### src/rtl/adc_result_bank.sv
module adc_result_bank #(
  parameter int NCH   = 8,
  parameter int RES_W = 10,
  parameter int LSB   = 6,
  parameter int DW    = 32
) (
  input  logic                     clk,
  input  logic                     rst_n,
  input  logic                     cmp_valid,
  input  logic [$clog2(NCH)-1:0]   cmp_chan,
  input  logic [RES_W-1:0]         cmp_value,
  input  logic                     burst_mode,
  input  logic                     rd_en,
  input  logic [$clog2(NCH+1)-1:0] rd_sel,
  output logic [DW-1:0]            rd_data,
  input  logic                     mask_wr,
  input  logic [NCH-1:0]           mask_din,
  input  logic                     mode_wr,
  input  logic                     mode_din,
  output logic                     irq
);
  localparam int CW   = $clog2(NCH);
  localparam int SW   = $clog2(NCH+1);
  localparam int PADW = DW - 2 - RES_W - LSB;

  logic [RES_W-1:0] res_q [NCH+1];
  logic [NCH:0]     done_q, ovr_q;
  logic [NCH-1:0]   mask_q;
  logic             gmode_q;

  for (genvar g = 0; g <= NCH; g++) begin : g_reg
    logic wr_hit, rd_hit;
    if (g == NCH) begin : g_glob
      assign wr_hit = cmp_valid;
    end else begin : g_chan
      assign wr_hit = cmp_valid && (cmp_chan == CW'(g));
    end
    assign rd_hit = rd_en && (rd_sel == SW'(g));

    always_ff @(posedge clk) begin
      if (!rst_n) begin
        res_q[g]  <= '0;
        done_q[g] <= 1'b0;
        ovr_q[g]  <= 1'b0;
      end else if (wr_hit) begin
        res_q[g]  <= cmp_value;
        done_q[g] <= 1'b1;
        ovr_q[g]  <= !rd_hit && (ovr_q[g] || (burst_mode && done_q[g]));
      end else if (rd_hit) begin
        done_q[g] <= 1'b0;
        ovr_q[g]  <= 1'b0;
      end
    end
  end

  always_ff @(posedge clk) begin
    if (!rst_n) begin
      mask_q  <= NCH'(1);
      gmode_q <= 1'b1;
    end else begin
      if (mask_wr) mask_q  <= mask_din;
      if (mode_wr) gmode_q <= mode_din;
    end
  end

  wire sel_ok = (rd_sel <= SW'(NCH));
  assign rd_data = sel_ok ? {done_q[rd_sel], ovr_q[rd_sel], {PADW{1'b0}}, res_q[rd_sel], {LSB{1'b0}}}
                          : '0;
  assign irq = gmode_q ? done_q[NCH] : |(mask_q & done_q[NCH-1:0]);

  // completion lands in channel and global register
  assert_done_on_complete_R2: assert property (@(posedge clk) disable iff (!rst_n)
    cmp_valid |=> done_q[$past(cmp_chan)] && done_q[NCH] &&
                  res_q[$past(cmp_chan)] == $past(cmp_value) && res_q[NCH] == $past(cmp_value));

  // read without a colliding completion clears flags
  assert_read_clears_R3: assert property (@(posedge clk) disable iff (!rst_n)
    (rd_en && rd_sel < SW'(NCH) && !(cmp_valid && SW'(cmp_chan) == rd_sel))
      |=> !done_q[$past(rd_sel)] && !ovr_q[$past(rd_sel)]);

  // no overrun outside burst mode
  assert_no_ovr_outside_burst_R5: assert property (@(posedge clk) disable iff (!rst_n)
    (cmp_valid && !burst_mode && !ovr_q[cmp_chan]) |=> !ovr_q[$past(cmp_chan)]);

  // same-cycle read and completion keeps the new result, clean
  assert_collision_R6: assert property (@(posedge clk) disable iff (!rst_n)
    (cmp_valid && rd_en && rd_sel == SW'(cmp_chan)) |=> done_q[$past(cmp_chan)] && !ovr_q[$past(cmp_chan)]);

  // global mode raises irq after any completion
  assert_irq_global_R8: assert property (@(posedge clk) disable iff (!rst_n)
    (gmode_q && !mode_wr && cmp_valid) |=> irq);
endmodule

### config.mk
export PLATFORM = sky130hd
export DESIGN_NAME = adc_result_bank
export DESIGN_NICKNAME = d
export VERILOG_FILES = /design/src/rtl/adc_result_bank.sv
export SDC_FILE = /design/constraint.sdc
export NUM_CORES = 1
export LEC_CHECK = 0
export ABC_AREA = 1
export CAP_MARGIN = 20
export CORE_ASPECT_RATIO = 0.5
export CORE_MARGIN = 10
export CORE_UTILIZATION = 55
export CTS_CLUSTER_DIAMETER = 80
export DETAILED_ROUTE_END_ITERATION = 10
export DONT_BUFFER_PORTS = 1
export GPL_ROUTABILITY_DRIVEN = 0
export PLACE_DENSITY_LB_ADDON = 0.1
export SLEW_MARGIN = 15
export SYNTH_ARGS = -nofsm -noshare
export SYNTH_HDL_FRONTEND = slang
export SYNTH_SLANG_ARGS = --single-unit
### constraint.sdc
create_clock -name clk -period 1.4 [get_ports clk]
set_input_delay 0.07 -clock clk [delete_from_list [all_inputs] [get_ports clk]]
set_output_delay 0.07 -clock clk [all_outputs]
set_load 0.005 [all_outputs]
==> impl_metrics.env, run 1 <==
export IMPL_synth_warnings=0
export IMPL_initial_utilization_pct=56.6
export IMPL_async_flop_share_pct=0
export IMPL_crit_arrival_ns=1.33
export IMPL_critPathKind="register to primary output"
export IMPL_nets=755
export IMPL_syn_inst=696
export IMPL_synth_avg_cell_area_sq_um=8.33
export IMPL_cts_tree="built"
export IMPL_hold_path_endpoint="done_q[5]"
export IMPL_max_cap_violations=0
export IMPL_synth_edff_count=90
export IMPL_report_final_slew_viol_count=0
export IMPL_cts_buffers=17
export IMPL_worst_skew_pair_late_latency_ns=0.42
export IMPL_dr_pass1_iters=5
export IMPL_hpwlAfterDp_um=9850
export IMPL_die_h_um=92.6
export IMPL_cp_end_kind="primary output"
export IMPL_port_buffers=0
export IMPL_drc_errors=0
export IMPL_fin_crit_sh_pct=99.9
export IMPL_synth_seq_area_share_pct=55.9
export IMPL_hold_depth=2
export IMPL_irDropWorstVdd_mv=0.976
export IMPL_worst_pin_slew_ns=0.529
export IMPL_clock_skew_ns=0.00908
export IMPL_grt_busiest_layer="met2"
export IMPL_layout_min_cycle_time_ns=1.40
export IMPL_power_density_nw_per_um2=1320
export IMPL_hold_viol=1
export IMPL_root_buffer="clkbuf_16"
export IMPL_postPlaceCellArea_sq_um=5730
export IMPL_ys_seq_elements=117
export IMPL_timing_rr_end="ovr_q[8]"
export IMPL_synth_area_top_cells="edfxtp_1 (47%), nand2_1 (19%), dfxtp_1 (9.3%)"
export IMPL_h_tree_depth=4
export IMPL_synth_most_common_cell="nand2_1"
export IMPL_synth_cells_most_frequent="nand2_1 (288), nor2_1 (110), edfxtp_1 (90)"
export IMPL_status="finished with violations"
export IMPL_dr_first_iter_drc_count=504
export IMPL_grt_usage_pct=20.0
export IMPL_grt_pass1_vias=4475
export IMPL_rr_worst_depth=3
export IMPL_cts_buffer_depth=2
export IMPL_num_antenna_cells=0
export IMPL_viasPerCell=5.26
export IMPL_met2_usage_pct=29.2
export IMPL_setup_viol=0
export IMPL_routed_wl_um=15000
export IMPL_cts_sinks=117
export IMPL_ioPinCount=66
export IMPL_wl_per_cell_um=17.1
export IMPL_p_leak_nw=3.04
export IMPL_clock_fmax_ghz=0.715
export IMPL_yosys_most_used_dff="edfxtp_1"
export IMPL_syn_area_sq_um=5800
export IMPL_fp_coreArea_sq_um=10200
export IMPL_row_count=26
export IMPL_die_x_um=165
export IMPL_cts_setup_buffers=0
export IMPL_synth_top_area_cell="edfxtp_1"
export IMPL_relSlewSlack_pct=64.6
export IMPL_areaGrowthSynthToFinish_pct=14.5
export IMPL_antenna_found_initial=0
export IMPL_layout_drive_gt1_share_pct=11.2
export IMPL_die_area_sq_um=15300
export IMPL_cp_required_ns=1.33
export IMPL_violations="hold timing"
export IMPL_postLayoutCellArea_sq_um=6640
export IMPL_num_vias=4599
export IMPL_synth_distinct_cells=30
export IMPL_overflow=0
export IMPL_worstHoldStart="rst_n"
export IMPL_reg2reg_from="done_q[8]"
export IMPL_synth_top_cell_area_share_pct=46.6
export IMPL_grt_use_met3_pct=6.18
export IMPL_path_clk_slew_ns=0.05
export IMPL_hold_class="primary input to register"
export IMPL_rsz0062_at_grt="true"
export IMPL_cp_max_fo=1
export IMPL_start_kind="register"
export IMPL_grt_pass1_wl_um=23600
export IMPL_grtUsageMet1_pct=27.0
export IMPL_grt_max_degree=47
export IMPL_fin_hold_ws_ns=-0.0193
export IMPL_reg2reg_slack_ns=0.10
export IMPL_postRouteAntennaNets=0
routing by layer:
layer / wire [um] / part of all wire (%)
met3: 1690 / 11
met5: 0 / 0
met1: 6600 / 44
met4: 341 / 2.3
met2: 6340 / 42
flip-flops by register name (all words and copies together) (netlist names):
signal / count
done_q: 9
gmode_q: 1
mask_q: 8
ovr_q: 9
res_q: 90
layout by cell type, fill, tap and decap left out, types with 5 or more instances in the layout:
cell             n
inv_1           23
clkbuf_1         5
conb_1          20
nand2_2          6
a21oi_1         10
dfxtp_1         24
nand2_1        285
buf_4            8
clkbuf_8         6
o21ai_0         18
nand3_2          7
inv_2           12
nor2_2          11
clkbuf_16       17
dlygate4sd3_1   27
nor2_1         109
nand3_1         19
clkinv_1        11
edfxtp_1        90
where the power goes:
part           switching, mW  internal, mW  leakage, nW
Sequential            0.0781          3.96         1.10
Clock                   1.43          2.53        0.272
Combinational          0.500         0.239         1.66
worst max-delay path, cell delays in order, from the launching register on:
cell      delay (ns)
edfxtp_1        0.39
nand2_1         0.10
nand2_1         0.06
nand2_1         0.06
nand2_1         0.06
nand2_2         0.07
nand3_2         0.07
nand2_1         0.08
inv_2           0.04
worst max-delay path by stage:
stage / depth (start not counted) / from / endpoint
6_report: 8 / res_q[6][2] / rd_data[8]
5_1_grt: 8 / res_q[4][8] / rd_data[14]
4_1_cts: 8 / res_q[6][3] / rd_data[9]
3_5_place_dp: 4 / cmp_chan[2] / res_q[5][6]
3_3_place_gp: 4 / cmp_chan[2] / res_q[5][1]
2_1_floorplan: 3 / cmp_chan[0] / res_q[4][0]
metrics by stage:
| step | power, mW | TNS (ns) | setup slack (ns) | cells | util (%) |
|---|---|---|---|---|---|
| floorplan | 4.64 | 0 | 0.0151 | 715 | - |
| global placement | 4.72 | 0 | 0.230 | 813 | 55.9 |
| detailed placement | 4.73 | 0 | 0.244 | 813 | 55.9 |
| CTS | 8.74 | -0.00200 | -0.00145 | 875 | 64.3 |
| global route | 9.03 | -0.849 | -0.0928 | 875 | 64.8 |
| finish | 8.74 | 0 | 0.00205 | 875 | 64.8 |
kinds of logic (layout without fill, tap and decap cells):
logic type | count (synthesis) | in the layout | share of synthesized area, %
AOI/OAI and AO/OA | 39 | 39 | 4.01
buffers and inverters | 97 | 117 | 9.69
DFF | 117 | 117 | 55.9
other | 1 | 20 | 0.0647
and+or+nand+nor | 442 | 442 | 30.3
layout make-up:
type	instances	area (sq um)
Inverter	47	186
Tap cell	140	175
Multi-Input combinational cell	501	2110
Sequential cell	117	3250
Timing Repair Buffer	38	368
Clock inverter	4	18.8
Fill cell	819	3610
Clock buffer	28	527
timing repair:
action,CTS,global route
setup endpoints to repair,5,21
gates resized for setup,6,20
hold buffers,30,0
hold endpoints to repair,25,0
pin swaps,4,11
No activity file was read; power rests on OpenSTA's default activity.
==> run 2: changes to the inputs <==
PLACE_DENSITY = 0.8   (was unset)
PLACE_DENSITY_LB_ADDON = unset   (was 0.1)
==> run 2 against run 1 <==
The flow now finishes without violations; sequential power barely moved; worst hold slack improved by 0.032 ns; clock skew fell by 0.0017 ns; clock power rose by 18%; power rose by 8.4%; combinational power rose by 0.8%; non-clock buffer count fell by 4; routed wire length fell by 0.45%; sequential share of layout area fell by 0.57 points.
==> impl_metrics.env, run 2 (synthesis results as in run 1) <==
export IMPL_drc_errors=0
export IMPL_path_clk_slew_ns=0.05
export IMPL_cts_setup_buffers=0
export IMPL_grt_max_degree=47
export IMPL_cp_end_kind="primary output"
export IMPL_initial_utilization_pct=56.6
export IMPL_critPathKind="register to primary output"
export IMPL_final_common_cell="nand2_1"
export IMPL_layout_drive_gt1_share_pct=11.9
export IMPL_grt_usage_pct=19.8
export IMPL_met2WireLength_um=6970
export IMPL_layout_min_cycle_time_ns=1.39
export IMPL_postRouteAntennaNets=0
export IMPL_p_total_mw=9.47
export IMPL_wl_met3_um=1930
export IMPL_port_buffers=0
export IMPL_dr_first_iter_drc_count=507
export IMPL_setup_viol=0
export IMPL_ioPinCount=66
export IMPL_rsz0062_at_grt="true"
export IMPL_die_x_um=165
export IMPL_cp_required_ns=1.33
export IMPL_fin_crit_sh_pct=99.3
export IMPL_viasPerCell=5.46
export IMPL_hold_class="primary input to register"
export IMPL_die_h_um=92.6
export IMPL_worstHoldStart="cmp_chan[1]"
export IMPL_reg2reg_from="mask_q[0]"
export IMPL_cts_buffers=17
export IMPL_cts_sinks=117
export IMPL_start_kind="register"
export IMPL_reg_top3="res_q (90), done_q (9), ovr_q (9)"
export IMPL_h_tree_depth=4
export IMPL_die_area_sq_um=15300
export IMPL_num_vias=4752
export IMPL_power_density_nw_per_um2=1410
export IMPL_routed_wl_um=14900
export IMPL_cts_tree="built"
export IMPL_areaGrowthSynthToFinish_pct=15.8
export IMPL_fp_coreArea_sq_um=10200
export IMPL_reg2reg_slack_ns=0.18
export IMPL_clock_fmax_ghz=0.719
export IMPL_status="complete, no violations"
export IMPL_timing_rr_end="mask_q[0]"
export IMPL_row_count=26
export IMPL_report_final_slew_viol_count=0
export IMPL_dr_pass1_iters=5
export IMPL_hold_viol=0
export IMPL_nets=751
export IMPL_irDropWorstVdd_mv=1.02
export IMPL_wl_met1_um=5700
export IMPL_largest_reg_flops=90
export IMPL_grt_pass1_vias=4644
export IMPL_worst_pin_slew_ns=0.538
export IMPL_wl_per_cell_um=17.1
export IMPL_hold_path_endpoint="ovr_q[5]"
export IMPL_top_layer="met4"
export IMPL_antenna_found_initial=0
export IMPL_hold_depth=5
export IMPL_final_cell_mix="nand2_1 (277), nor2_1 (110), edfxtp_1 (90)"
export IMPL_overflow=0
export IMPL_cp_max_fo=1
export IMPL_root_buffer="clkbuf_16"
export IMPL_max_cap_violations=0
export IMPL_tns_ns=0
export IMPL_clock_skew_ns=0.00735
export IMPL_p_leak_nw=3.06
export IMPL_crit_arrival_ns=1.32
export IMPL_cts_buffer_depth=2
export IMPL_grt_pass1_wl_um=23700
export IMPL_hpwlAfterDp_um=9300
export IMPL_num_antenna_cells=0
export IMPL_largest_register="res_q"
export IMPL_worst_skew_pair_late_latency_ns=0.41
export IMPL_relSlewSlack_pct=64.0
export IMPL_rr_worst_depth=3
run 2: changes by cell type in the layout (fill, tap and decap cells not counted), moves of 2 or more:
cell       before  now
nand2_2         6   14
clkinv_2        3    7
bufinv_16       0    5
clkbuf_1        5    0
buf_4           8    4
clkbuf_8        6    0
nand2_1       285  277
inv_1          23   26
nand3_1        19   21
inv_2          12    8
nand3_2         7    5
run 2: metal layers:
layer,vias up,global-route usage (%)
li1,2210,-
met1,2212,23.8
met2,300,32.6
met3,30,6.40
met4,0,7.04
met5,-,0
run 2: what timing repair did:
action                                  in CTS  in global routing
pin swaps                                    7                 21
hold buffers                                29                  0
gates cloned                                 0                  0
hold endpoints to repair                    25                  0
gates resized for setup                      3                 27
endpoints found under the setup margin       3                 15
run 2: through the flow:
step / instances / worst slack [ns] / util [%] / hold slack (ns) / instance area (sq um)
after floorplan: 715 / 0.0151 / - / 0.170 / 5870
after global placement: 810 / 0.277 / 55.8 / 0.157 / 5720
after detailed placement: 810 / 0.258 / 55.8 / 0.160 / 5720
after CTS: 871 / -0.0228 / 64.9 / 0.0110 / 6650
after global routing: 871 / -0.0749 / 65.5 / 0.0417 / 6710
final: 871 / 0.00964 / 65.5 / 0.0125 / 6710
run 2: cell type report:
cell class                 instances  area, sq um
fill                             756         3530
clock inverter                    15          210
multi-input combinational        501         2120
clock buffer                      17          425
timing repair buffer              34          345
tap                              140          175
inverter                          47          189
sequential                       117         3250
run 2: power by group:
group | internal [mW] | switching, mW
clock network | 3.14 | 1.56
registers | 3.95 | 0.0749
logic | 0.238 | 0.508
run 2: critical path: stages, from the launching register on:
cell	delay (ns)
edfxtp_1	0.37
nand2_1	0.09
nand2_1	0.05
nand2_1	0.05
nand2_1	0.06
nand2_1	0.10
nand3_1	0.08
nand2_1	0.06
inv_1	0.05
run 2: worst max path at each step:
stage                           start     endpoint
after CTS                 res_q[3][7]  rd_data[13]
after global placement    cmp_chan[0]  res_q[1][4]
after global routing      res_q[2][5]  rd_data[11]
after detailed placement  cmp_chan[0]  res_q[1][4]
after floorplan           cmp_chan[0]  res_q[4][0]
final                     res_q[3][8]  rd_data[14]
==> run 3: changes to the inputs <==
CORE_ASPECT_RATIO = 0.9   (was 0.5)
MAX_ROUTING_LAYER = met4   (was unset)
==> run 3 against run 2 <==
Global-route usage is 2.0 points higher; clock power is 4.5% lower; count of clock-buffer cells in the layout up 4; cell area grew 0.13%; flip-flop and latch count unchanged; largest cell class unchanged; power shrank 1.6%; the run now ends with setup timing left; clock skew shrank 0.0011 ns; sequential power about the same.
==> impl_metrics.env, run 3 (synthesis results as in run 1) <==
export IMPL_cts_buffers=17
export IMPL_worstHoldStart="cmp_chan[2]"
export IMPL_relSlewSlack_pct=62.2
export IMPL_die_h_um=117
export IMPL_p_total_mw=9.32
export IMPL_slowest_stage="edfxtp_1"
export IMPL_crit_top_cell="nand2_1"
export IMPL_worst_skew_pair_late_latency_ns=0.42
export IMPL_cts_buffer_depth=2
export IMPL_path_clk_slew_ns=0.05
export IMPL_final_cell_mix="nand2_1 (256), nor2_1 (110), edfxtp_1 (90)"
export IMPL_critPathBufInv=1
export IMPL_slowest_delay_ns=0.39
export IMPL_die_area_sq_um=15100
export IMPL_violations="setup timing"
export IMPL_clock_skew_ns=0.00628
export IMPL_routed_wl_um=16100
export IMPL_crit_arrival_ns=1.39
export IMPL_areaGrowthSynthToFinish_pct=16.0
export IMPL_rsz0062_at_grt="true"
export IMPL_layout_min_cycle_time_ns=1.46
export IMPL_p_leak_nw=3.04
export IMPL_setup_viol=9
export IMPL_cp_end_kind="primary output"
export IMPL_dr_first_iter_drc_count=742
export IMPL_ioPinCount=66
export IMPL_cts_tree="built"
export IMPL_status="finished with violations"
export IMPL_dr_pass1_iters=6
export IMPL_cts_sinks=117
export IMPL_grt_pass1_wl_um=25100
export IMPL_max_cap_violations=0
export IMPL_crit_start="res_q[0][6]"
export IMPL_cp_cell_sequence="nand2_1, nand2_1, nand2_1, nand2_1, nand2_1, nand3_2, nand2_2, inv_2"
export IMPL_overflow=0
export IMPL_grt_pass1_vias=4754
export IMPL_row_count=35
export IMPL_dpl_worst_slack_ns=0.232
export IMPL_cp_top_family="simple AND/OR/NAND/NOR gates"
export IMPL_grt_max_degree=47
export IMPL_report_final_slew_viol_count=0
export IMPL_worst_pin_slew_ns=0.566
export IMPL_worst_slack_ns=-0.0614
export IMPL_hpwlAfterDp_um=9760
export IMPL_layout_drive_gt1_share_pct=15.2
export IMPL_irDropWorstVdd_mv=0.844
export IMPL_fp_coreArea_sq_um=10200
export IMPL_hold_class="primary input to register"
export IMPL_cp_max_fo=1
export IMPL_fin_crit_sh_pct=104
export IMPL_reg2reg_from="gmode_q"
export IMPL_nets=750
export IMPL_root_buffer="clkbuf_16"
export IMPL_hold_viol=0
export IMPL_start_kind="register"
export IMPL_final_common_cell="nand2_1"
export IMPL_die_x_um=128
export IMPL_critPathKind="register to primary output"
export IMPL_num_vias=4889
export IMPL_largest_register="res_q"
export IMPL_wl_per_cell_um=18.7
export IMPL_cp_required_ns=1.33
export IMPL_postRouteAntennaNets=0
export IMPL_grt_usage_pct=21.8
export IMPL_cts_setup_buffers=0
export IMPL_clock_fmax_ghz=0.684
export IMPL_initial_utilization_pct=56.6
export IMPL_power_density_nw_per_um2=1390
export IMPL_port_buffers=0
export IMPL_reg_top3="res_q (90), done_q (9), ovr_q (9)"
export IMPL_num_antenna_cells=0
export IMPL_viasPerCell=5.69
export IMPL_antenna_found_initial=0
export IMPL_h_tree_depth=4
export IMPL_drc_errors=0
export IMPL_largest_reg_flops=90
[run 3: layout make-up]
| type | instances | area (sq um) |
|---|---|---|
| inverters | 47 | 186 |
| fillers | 747 | 3520 |
| multi-input cells | 501 | 2190 |
| repair buffers | 33 | 328 |
| clock buffers | 21 | 450 |
| clock inverters | 11 | 156 |
| well taps | 129 | 161 |
| flip-flops and latches | 117 | 3250 |
[run 3: path summary, 6_finish.rpt]
kind	endpoint	slack, ns	cells past startpoint
max	rd_data[12]	-0.06	8
min	ovr_q[2]	0.02	5
max reg2reg	gmode_q	0.19	3
min reg2reg	ovr_q[4]	0.46	2
[run 3: what timing repair did]
action                     in CTS  in global routing
pin swaps                      21                 33
setup endpoints to repair       9                 16
hold buffers                   29                  0
hold endpoints to repair       25                  0
gates resized for setup        18                 42
[run 3: worst min-delay path, cell delays in order]
cell and delay (ns):
nor2_4 0.04, nand2_1 0.08, nor2_1 0.04, o21ai_1 0.11, inv_1 0.05
[run 3: metrics by stage]
step | hold slack (ns) | util (%) | std cells | area (sq um) | TNS, ns
2_1_floorplan | 0.170 | - | 715 | 5870 | 0
3_5_place_dp | 0.167 | 55.5 | 798 | 5680 | 0
3_3_place_gp | 0.160 | 55.5 | 798 | 5680 | 0
6_report | 0.0241 | 65.6 | 859 | 6720 | -0.157
4_1_cts | 0.0115 | 64.6 | 859 | 6620 | -0.108
5_1_grt | 0.0368 | 65.6 | 859 | 6720 | -1.02
[run 3: metal layers]
| layer | share of wire (%) | global-route usage (%) | up-vias |
|---|---|---|---|
| li1 | - | - | 2198 |
| met4 | 3.8 | 10.6 | 0 |
| met5 | 0 | - | - |
| met3 | 14 | 6.35 | 70 |
| met1 | 37 | 27.0 | 2229 |
| met2 | 45 | 31.7 | 392 |
[run 3: power by group]
part | switching, mW | internal [mW] | total [mW]
logic | 0.562 | 0.244 | 0.805
clock network | 1.49 | 3.00 | 4.48
registers | 0.0759 | 3.96 | 4.03
total | 2.12 | 7.20 | 9.32
